## src/rtl/ptw_pkg.sv

```systemverilog
package ptw_pkg;

    localparam int VA_W   = 32;
    localparam int PA_W   = 34;
    localparam int PTE_W  = 32;
    localparam int OFF_W  = 12;
    localparam int IDX_W  = 10;
    localparam int PPN_W  = PA_W - OFF_W;
    localparam int ENT_SH = $clog2(PTE_W / 8);
    localparam int RSV_W  = PTE_W - PPN_W - 2;

    typedef enum logic [2:0] {
        ST_IDLE    = 3'd0,
        ST_L1_REQ  = 3'd1,
        ST_L1_WAIT = 3'd2,
        ST_L2_REQ  = 3'd3,
        ST_L2_WAIT = 3'd4,
        ST_DONE    = 3'd5
    } walk_state_e;

    typedef enum logic [1:0] {
        FLT_NONE   = 2'd0,
        FLT_PAGE   = 2'd1,
        FLT_ACCESS = 2'd2
    } fault_e;

    typedef struct packed {
        logic [PPN_W-1:0] ppn;
        logic [RSV_W-1:0] rsvd;
        logic             writable;
        logic             valid;
    } pte_t;

    function automatic logic [PA_W-1:0] entry_addr(
        input logic [PPN_W-1:0] table_ppn,
        input logic [IDX_W-1:0] idx
    );
        logic [PA_W-1:0] scaled;
        scaled = PA_W'(idx) << ENT_SH;
        return {table_ppn, {OFF_W{1'b0}}} + scaled;
    endfunction

endpackage

```

## src/rtl/ptw_addr_gen.sv

```systemverilog
module ptw_addr_gen
    import ptw_pkg::*;
(
    input  logic             second_level,
    input  logic [PPN_W-1:0] root_ppn,
    input  logic [PPN_W-1:0] l2_ppn,
    input  logic [VA_W-1:0]  vaddr,
    output logic [PA_W-1:0]  req_addr
);
    localparam int IDX1_LO = OFF_W + IDX_W;
    localparam int IDX0_LO = OFF_W;

    logic [IDX_W-1:0] idx_hi;
    logic [IDX_W-1:0] idx_lo;

    assign idx_hi = vaddr[IDX1_LO +: IDX_W];
    assign idx_lo = vaddr[IDX0_LO +: IDX_W];

    always_comb begin
        if (second_level) req_addr = entry_addr(l2_ppn, idx_lo);
        else              req_addr = entry_addr(root_ppn, idx_hi);
    end
endmodule

```

## src/rtl/ptw_pte_decode.sv

```systemverilog
module ptw_pte_decode
    import ptw_pkg::*;
(
    input  logic [PTE_W-1:0] raw,
    input  logic             is_leaf,
    input  logic             is_write,
    output fault_e           fault,
    output logic [PPN_W-1:0] ppn
);
    pte_t pte;

    assign pte = pte_t'(raw);
    assign ppn = pte.ppn;

    always_comb begin
        if (!pte.valid)                             fault = FLT_PAGE;
        else if (is_leaf && is_write && !pte.writable) fault = FLT_ACCESS;
        else                                        fault = FLT_NONE;
    end
endmodule

```

## src/rtl/pt_walker.sv

```systemverilog
module pt_walker
    import ptw_pkg::*;
(
    input  logic              clk,
    input  logic              rst,
    input  logic              walk_valid,
    output logic              walk_ready,
    input  logic [VA_W-1:0]   walk_vaddr,
    input  logic              walk_is_write,
    input  logic [PPN_W-1:0]  root_ppn,
    output logic              mem_req_valid,
    input  logic              mem_req_ready,
    output logic [PA_W-1:0]   mem_req_addr,
    input  logic              mem_rsp_valid,
    input  logic [PTE_W-1:0]  mem_rsp_data,
    output logic              done_valid,
    output logic [PA_W-1:0]   done_paddr,
    output logic [1:0]        done_fault
);
    walk_state_e      state_q;
    logic [VA_W-1:0]  va_q;
    logic             wr_q;
    logic [PPN_W-1:0] root_q;
    logic [PPN_W-1:0] l2_ppn_q;
    logic [PA_W-1:0]  paddr_q;
    fault_e           fault_q;

    fault_e           dec_fault;
    logic [PPN_W-1:0] dec_ppn;

    ptw_addr_gen u_addr (
        .second_level (state_q == ST_L2_REQ),
        .root_ppn     (root_q),
        .l2_ppn       (l2_ppn_q),
        .vaddr        (va_q),
        .req_addr     (mem_req_addr)
    );

    ptw_pte_decode u_dec (
        .raw      (mem_rsp_data),
        .is_leaf  (state_q == ST_L2_WAIT),
        .is_write (wr_q),
        .fault    (dec_fault),
        .ppn      (dec_ppn)
    );

    assign walk_ready    = (state_q == ST_IDLE);
    assign mem_req_valid = (state_q == ST_L1_REQ) || (state_q == ST_L2_REQ);
    assign done_valid    = (state_q == ST_DONE);
    assign done_paddr    = paddr_q;
    assign done_fault    = fault_q;

    always_ff @(posedge clk) begin
        if (rst) begin
            state_q  <= ST_IDLE;
            va_q     <= '0;
            wr_q     <= 1'b0;
            root_q   <= '0;
            l2_ppn_q <= '0;
            paddr_q  <= '0;
            fault_q  <= FLT_NONE;
        end else begin
            case (state_q)
                ST_IDLE: begin
                    if (walk_valid) begin
                        va_q    <= walk_vaddr;
                        wr_q    <= walk_is_write;
                        root_q  <= root_ppn;
                        state_q <= ST_L1_REQ;
                    end
                end
                ST_L1_REQ: begin
                    if (mem_req_ready) state_q <= ST_L1_WAIT;
                end
                ST_L1_WAIT: begin
                    if (mem_rsp_valid) begin
                        if (dec_fault != FLT_NONE) begin
                            fault_q <= FLT_PAGE;
                            paddr_q <= '0;
                            state_q <= ST_DONE;
                        end else begin
                            l2_ppn_q <= dec_ppn;
                            state_q  <= ST_L2_REQ;
                        end
                    end
                end
                ST_L2_REQ: begin
                    if (mem_req_ready) state_q <= ST_L2_WAIT;
                end
                ST_L2_WAIT: begin
                    if (mem_rsp_valid) begin
                        fault_q <= dec_fault;
                        paddr_q <= (dec_fault == FLT_NONE) ?
                                   {dec_ppn, va_q[OFF_W-1:0]} : '0;
                        state_q <= ST_DONE;
                    end
                end
                ST_DONE: state_q <= ST_IDLE;
                default: state_q <= ST_IDLE;
            endcase
        end
    end
endmodule

```

## config.mk

```make
export PLATFORM = sky130hd
export DESIGN_NAME = pt_walker
export DESIGN_NICKNAME = d
export VERILOG_FILES = /design/src/rtl/ptw_pkg.sv /design/src/rtl/ptw_addr_gen.sv /design/src/rtl/ptw_pte_decode.sv /design/src/rtl/pt_walker.sv
export SDC_FILE = /design/constraint.sdc
export NUM_CORES = 1
export LEC_CHECK = 0
export ABC_AREA = 1
export BUFFER_PORTS_ARGS = -buffer_cell sky130_fd_sc_hd__buf_2
export CAP_MARGIN = 15
export CELL_PAD_IN_SITES_DETAIL_PLACEMENT = 1
export CELL_PAD_IN_SITES_GLOBAL_PLACEMENT = 2
export CORE_MARGIN = 10
export CORE_UTILIZATION = 28
export DETAILED_ROUTE_END_ITERATION = 7
export PLACE_DENSITY = 0.81
export SLEW_MARGIN = 0
export SYNTH_ARGS = -nofsm -noshare
export SYNTH_HDL_FRONTEND = slang
export SYNTH_SLANG_ARGS = --single-unit
```

## constraint.sdc

```tcl
create_clock -name clk -period 3.4 [get_ports clk]
set_clock_uncertainty 0.05 [all_clocks]
set_input_delay 0.68 -clock clk [delete_from_list [all_inputs] [get_ports clk]]
set_output_delay 0.68 -clock clk [all_outputs]
set_load 0.05 [all_outputs]
```

# Yosys cells after proc, flatten, opt, wreduce, memory -nomap -nowiden
# Index checks and enable logic that the tools add are counted.
dict set report word_totals {
  reg_bits 116
  latch_bits 0
  ramBits 0
  mem_bits_ro 0
  memories 0
}
dict set report classes {
  add_sub_neg 2
  multipliers 0
  div 0
  order_cmp 0
  eq_ne 11
  n_shift 0
  muxes 19
  bitwise_logic 1
  n_reduce_logical 12
}
# operator n
set op_table {}
lappend op_table {{2-to-1 mux 34 bit} 5}
lappend op_table {{adder 34 x 12 -> 34 bit} 2}
lappend op_table {{case mux 34 bit (2 select lines)} 1}
lappend op_table {{2-to-1 mux 3 bit} 6}
lappend op_table {{case mux 3 bit (5 select lines)} 1}
lappend op_table {{!= test 2 bit (second input constant)} 6}
lappend op_table {{2-to-1 mux 2 bit} 5}
lappend op_table {{== test 3 x 2 -> 1 bit (second input constant)} 2}
lappend op_table {{== test 3 bit (second input constant)} 2}
lappend op_table {{AND reduction 5 bit} 1}
lappend op_table {{case mux 2 bit (2 select lines)} 1}
lappend op_table {{AND reduction 4 bit} 1}
lappend op_table {{nonzero test 2 bit} 2}
lappend op_table {{== test 3 x 1 -> 1 bit (second input constant)} 1}
lappend op_table {{zero test 3 bit} 1}
lappend op_table {{AND reduction 3 bit} 1}
lappend op_table {{logical AND 1 bit} 2}
lappend op_table {{zero test 2 bit} 1}
lappend op_table {{AND reduction 2 bit} 1}
lappend op_table {{zero test 1 bit} 1}
lappend op_table {{logical OR 1 bit} 1}
lappend op_table {{inverter 1 bit} 1}

# Logic depth before layout (Yosys ltp)
dict set report depth {
  depth_word 9
  ltp_mapped 10
}

# Modules after synthesis
# A second synthesis with hierarchy kept.
dict set report unflattened {
  cells_unflattened 751
  hier_area_um2 5146.2
}
# module instances cells_each area_per_inst_um2
set modules_own_cells {}
lappend modules_own_cells {pt_walker 1 617 4449.3}
lappend modules_own_cells {ptw_addr_gen 1 107 510.5}
lappend modules_own_cells {ptw_pte_decode 1 27 186.4}

# Least setup slack after synthesis
# No wires, ideal clock.
dict set report synth_timing {
  kind {register to output}
  startpoint {register state_q[0]}
  endpoint {output mem_req_addr[5]}
  arrival_ps 2622
  t_required_ps 2670
  path_slack_ps 48
  stages_incl_launch_ff 6
  cell_sequence {dfxtp_1 > inv_2 > nor2_2 > nand2_1 > buf_2 > o21ai_0}
}
dict set report synth_between {
  elab_chain_cells 2
}
# item line
set synth_lines {}
lappend synth_lines {{start, declared} pt_walker.sv:20} ;# walk_state_e state_q;
lappend synth_lines {{start signal, assigned} pt_walker.sv:55} ;# state_q <= ST_IDLE;
lappend synth_lines {{start signal, assigned} pt_walker.sv:69} ;# state_q <= ST_L1_REQ;
lappend synth_lines {{start signal, assigned} pt_walker.sv:73} ;# if (mem_req_ready) state_q <= ST_L1_WAIT;
lappend synth_lines {{== test 3 x 2 -> 1 bit} pt_walker.sv:32} ;# .second_level (state_q == ST_L2_REQ),
lappend synth_lines {{2-to-1 mux 34 bit} ptw_addr_gen.sv:20} ;# if (second_level) req_addr = entry_addr(l2_ppn, idx_lo);
lappend synth_lines {{end, declared} pt_walker.sv:13} ;# output logic [PA_W-1:0] mem_req_addr,
# Every way passes these cells.

# Worst setup path after layout
dict set report layout_timing {
  startpoint {register state_q[0]}
  endpoint {output mem_req_addr[19]}
}
# The elaborated chain is that of the path after synthesis.

==> out/results.ini <==
[outcome]
run_status=complete, no violations

[grt]
grt_pass1_vias=4960
grt_first_pass_wirelength_mm=26.8
antenna_found_initial=1
grt_max_degree=79
grt_usage_pct=14.2
grt_overflow_total=0

[die]
dieArea_um2=23300
rows=48
dieWidth_um=153
io_pins=165
dieHeight_um=153
core_area_um2=17200
initial_core_util_pct=28.5

[drt]
route.detailed.drc=0
dr_total_vias=4741
wirelength_mm=16.3
routed_via_density=4.36
dr.pass1.iters=4
drt_iter0_markers=178
routedWlPerCell_um=15.0
drtAntennaViolNets=0

[worst_hold_path]
worstHoldStart=va_q[13]
hold_path_end=va_q[13]
hp-class=reg2reg
worstHoldPathCells=2

[placement]
place_ws_ns=0.850
gp_congestion=0.770
dp_hpwl_mm=11.6
port_buffers=154

[setup_path]
r2r_start=state_q[1]
start_kind=flip-flop
cp.required_ns=2.67
rrSetupSlack_ns=1.18
crit_arrival_ns=2.05
critPathKind=reg2out
reg2reg_to=done_paddr[26]
cp-end-kind=output pin
cp_max_fo=64
ff2ff_path_depth=7

[timing]
fin_crit_sh_pct=81.7
slew_headroom_pct=43.9
finalHoldViolCount=0
worst_slack_ns=0.621
fmax_mhz=360
finalMaxSlewViolations=0
setup_viol=0
finalCriticalPeriod_ns=2.78
grt_setup_unrepaired=no
worst_slew_pin_slew_ns=0.840
tns_ns=0

[yosys]
synth_cells=717
synth_top_area_share_pct=47.2
synthesis.area_um2=4920
synth-seq-area-share_pct=47.2
synthTopCellsByArea=dfxtp_1 (47%), nand2_1 (11%), a21oi_1 (11%), nor2_1 (8.2%), inv_1 (6.6%)
syn_avg_cell_area_um2=6.86
synth_warnings=0
ys_seq_elements=116
synth_cell_types=22
yosys.area.top_type=dfxtp_1

[clock_network]
ctsResizeCount=0
cts_setup_buffers=0
htreeDepth=4
clk_latency_ns=0.41
cts_tree=yes
ctsLongestPathBuffers=2
cts_buffers=17
cts.clk_slew.worst_paths_ns=0.05
cts.hold.buffers_added=0
numClockSinks=116
cts_root_buf=clkbuf_16

[layout]
final_common_cell=buf_2
area_growth_pct=32.7
layout-drive-gt1-share_pct=23.7
nets=941
layout_common_cells=buf_2 (154), nand2_1 (141), dfxtp_1 (116)
n_fill_cell=2245

[pwr]
p_total_mw=5.39
cellPowerDensity_nw_per_um2=826
vdd_ir_drop_max_v=0.000377
power.leakage_nw=3.27

[run]
cap_violations=0

[cell usage after synthesis]
cell type / n
nor3_4: 1
o21ai_1: 1
nor2_2: 1
buf_1: 1
dfxtp_1: 116
inv_1: 87
buf_2: 21
nand2_1: 142
a21oi_1: 105
buf_4: 4
nand3_1: 30
inv_2: 3
conb_1: 1
nor2_1: 108
nand4_2: 1
nor3_1: 2
o21ai_0: 65
nand2_2: 1
nand3_2: 1
nand4_1: 1
nor2_4: 1
clkbuf_1: 24
[stage by stage]
step	cell area [um^2]	hold slack [ns]	utilization, %	instances
2_1_floorplan	4920	0.375	-	718
3_3_place_gp	5840	0.386	33.9	1055
3_5_place_dp	5840	0.393	33.9	1055
4_1_cts	6520	0.402	37.8	1087
5_1_grt	6520	0.425	37.8	1088
6_report	6520	0.397	37.8	1088
[cell families after synthesis]
logic type,Yosys count,share of synthesized area (%)
other cells,1,0.0763
compound gates,171,17.4
buf+inv,140,11.5
flops,116,47.2
simple gates,289,23.7
[per-layer routing]
metal / part of all wire (%) / vias to the layer above / GRT usage (%)
met5: 0 / - / 0
met2: 43 / 103 / 20.7
met1: 49 / 2108 / 18.6
met4: 1.8 / 0 / 5.90
met3: 6.1 / 24 / 4.77
li1: - / 2506 / -
[final cells by class]
cell class	instances	area [um^2]	share of cell area, %
clock inverter	9	170	2.61
inverter	90	338	5.18
timing repair buffer	162	868	13.3
clock buffer	23	508	7.79
sequential	116	2320	35.6
tap	225	282	4.32
antenna	1	2.50	0.0384
multi-input combinational	462	2030	31.2
[power by group]
part | switching [mW] | internal [mW] | leakage [nW] | total, mW
combinational | 1.24 | 0.419 | 1.98 | 1.66
clock | 0.634 | 1.41 | 0.339 | 2.05
sequential | 0.107 | 1.57 | 0.948 | 1.68
total | 1.98 | 3.41 | 3.27 | 5.39
[state kept, by name, summed over array words and instances, names as in the netlist]
register	count
va_q	32
state_q	3
wr_q	1
done_fault	2
done_paddr	34
l2_ppn_q	22
root_q	22
[worst max-delay path: stages (launching register included)]
cell	delay [ns]
dfxtp_1	0.50
inv_2	0.14
nor2_2	0.15
nand2_2	0.08
buf_12	0.21
a21oi_1	0.22
buf_2	0.30
[worst max-delay path by stage]
| stage | from | endpoint |
|---|---|---|
| 6_report | state_q[0] | mem_req_addr[19] |
| 5_1_grt | state_q[0] | mem_req_addr[19] |
| 4_1_cts | state_q[0] | mem_req_addr[19] |
| 3_5_place_dp | rst | va_q[16] |
| 3_3_place_gp | rst | va_q[16] |
| 2_1_floorplan | state_q[0] | mem_req_addr[5] |
(Power assumes the default switching activity.)
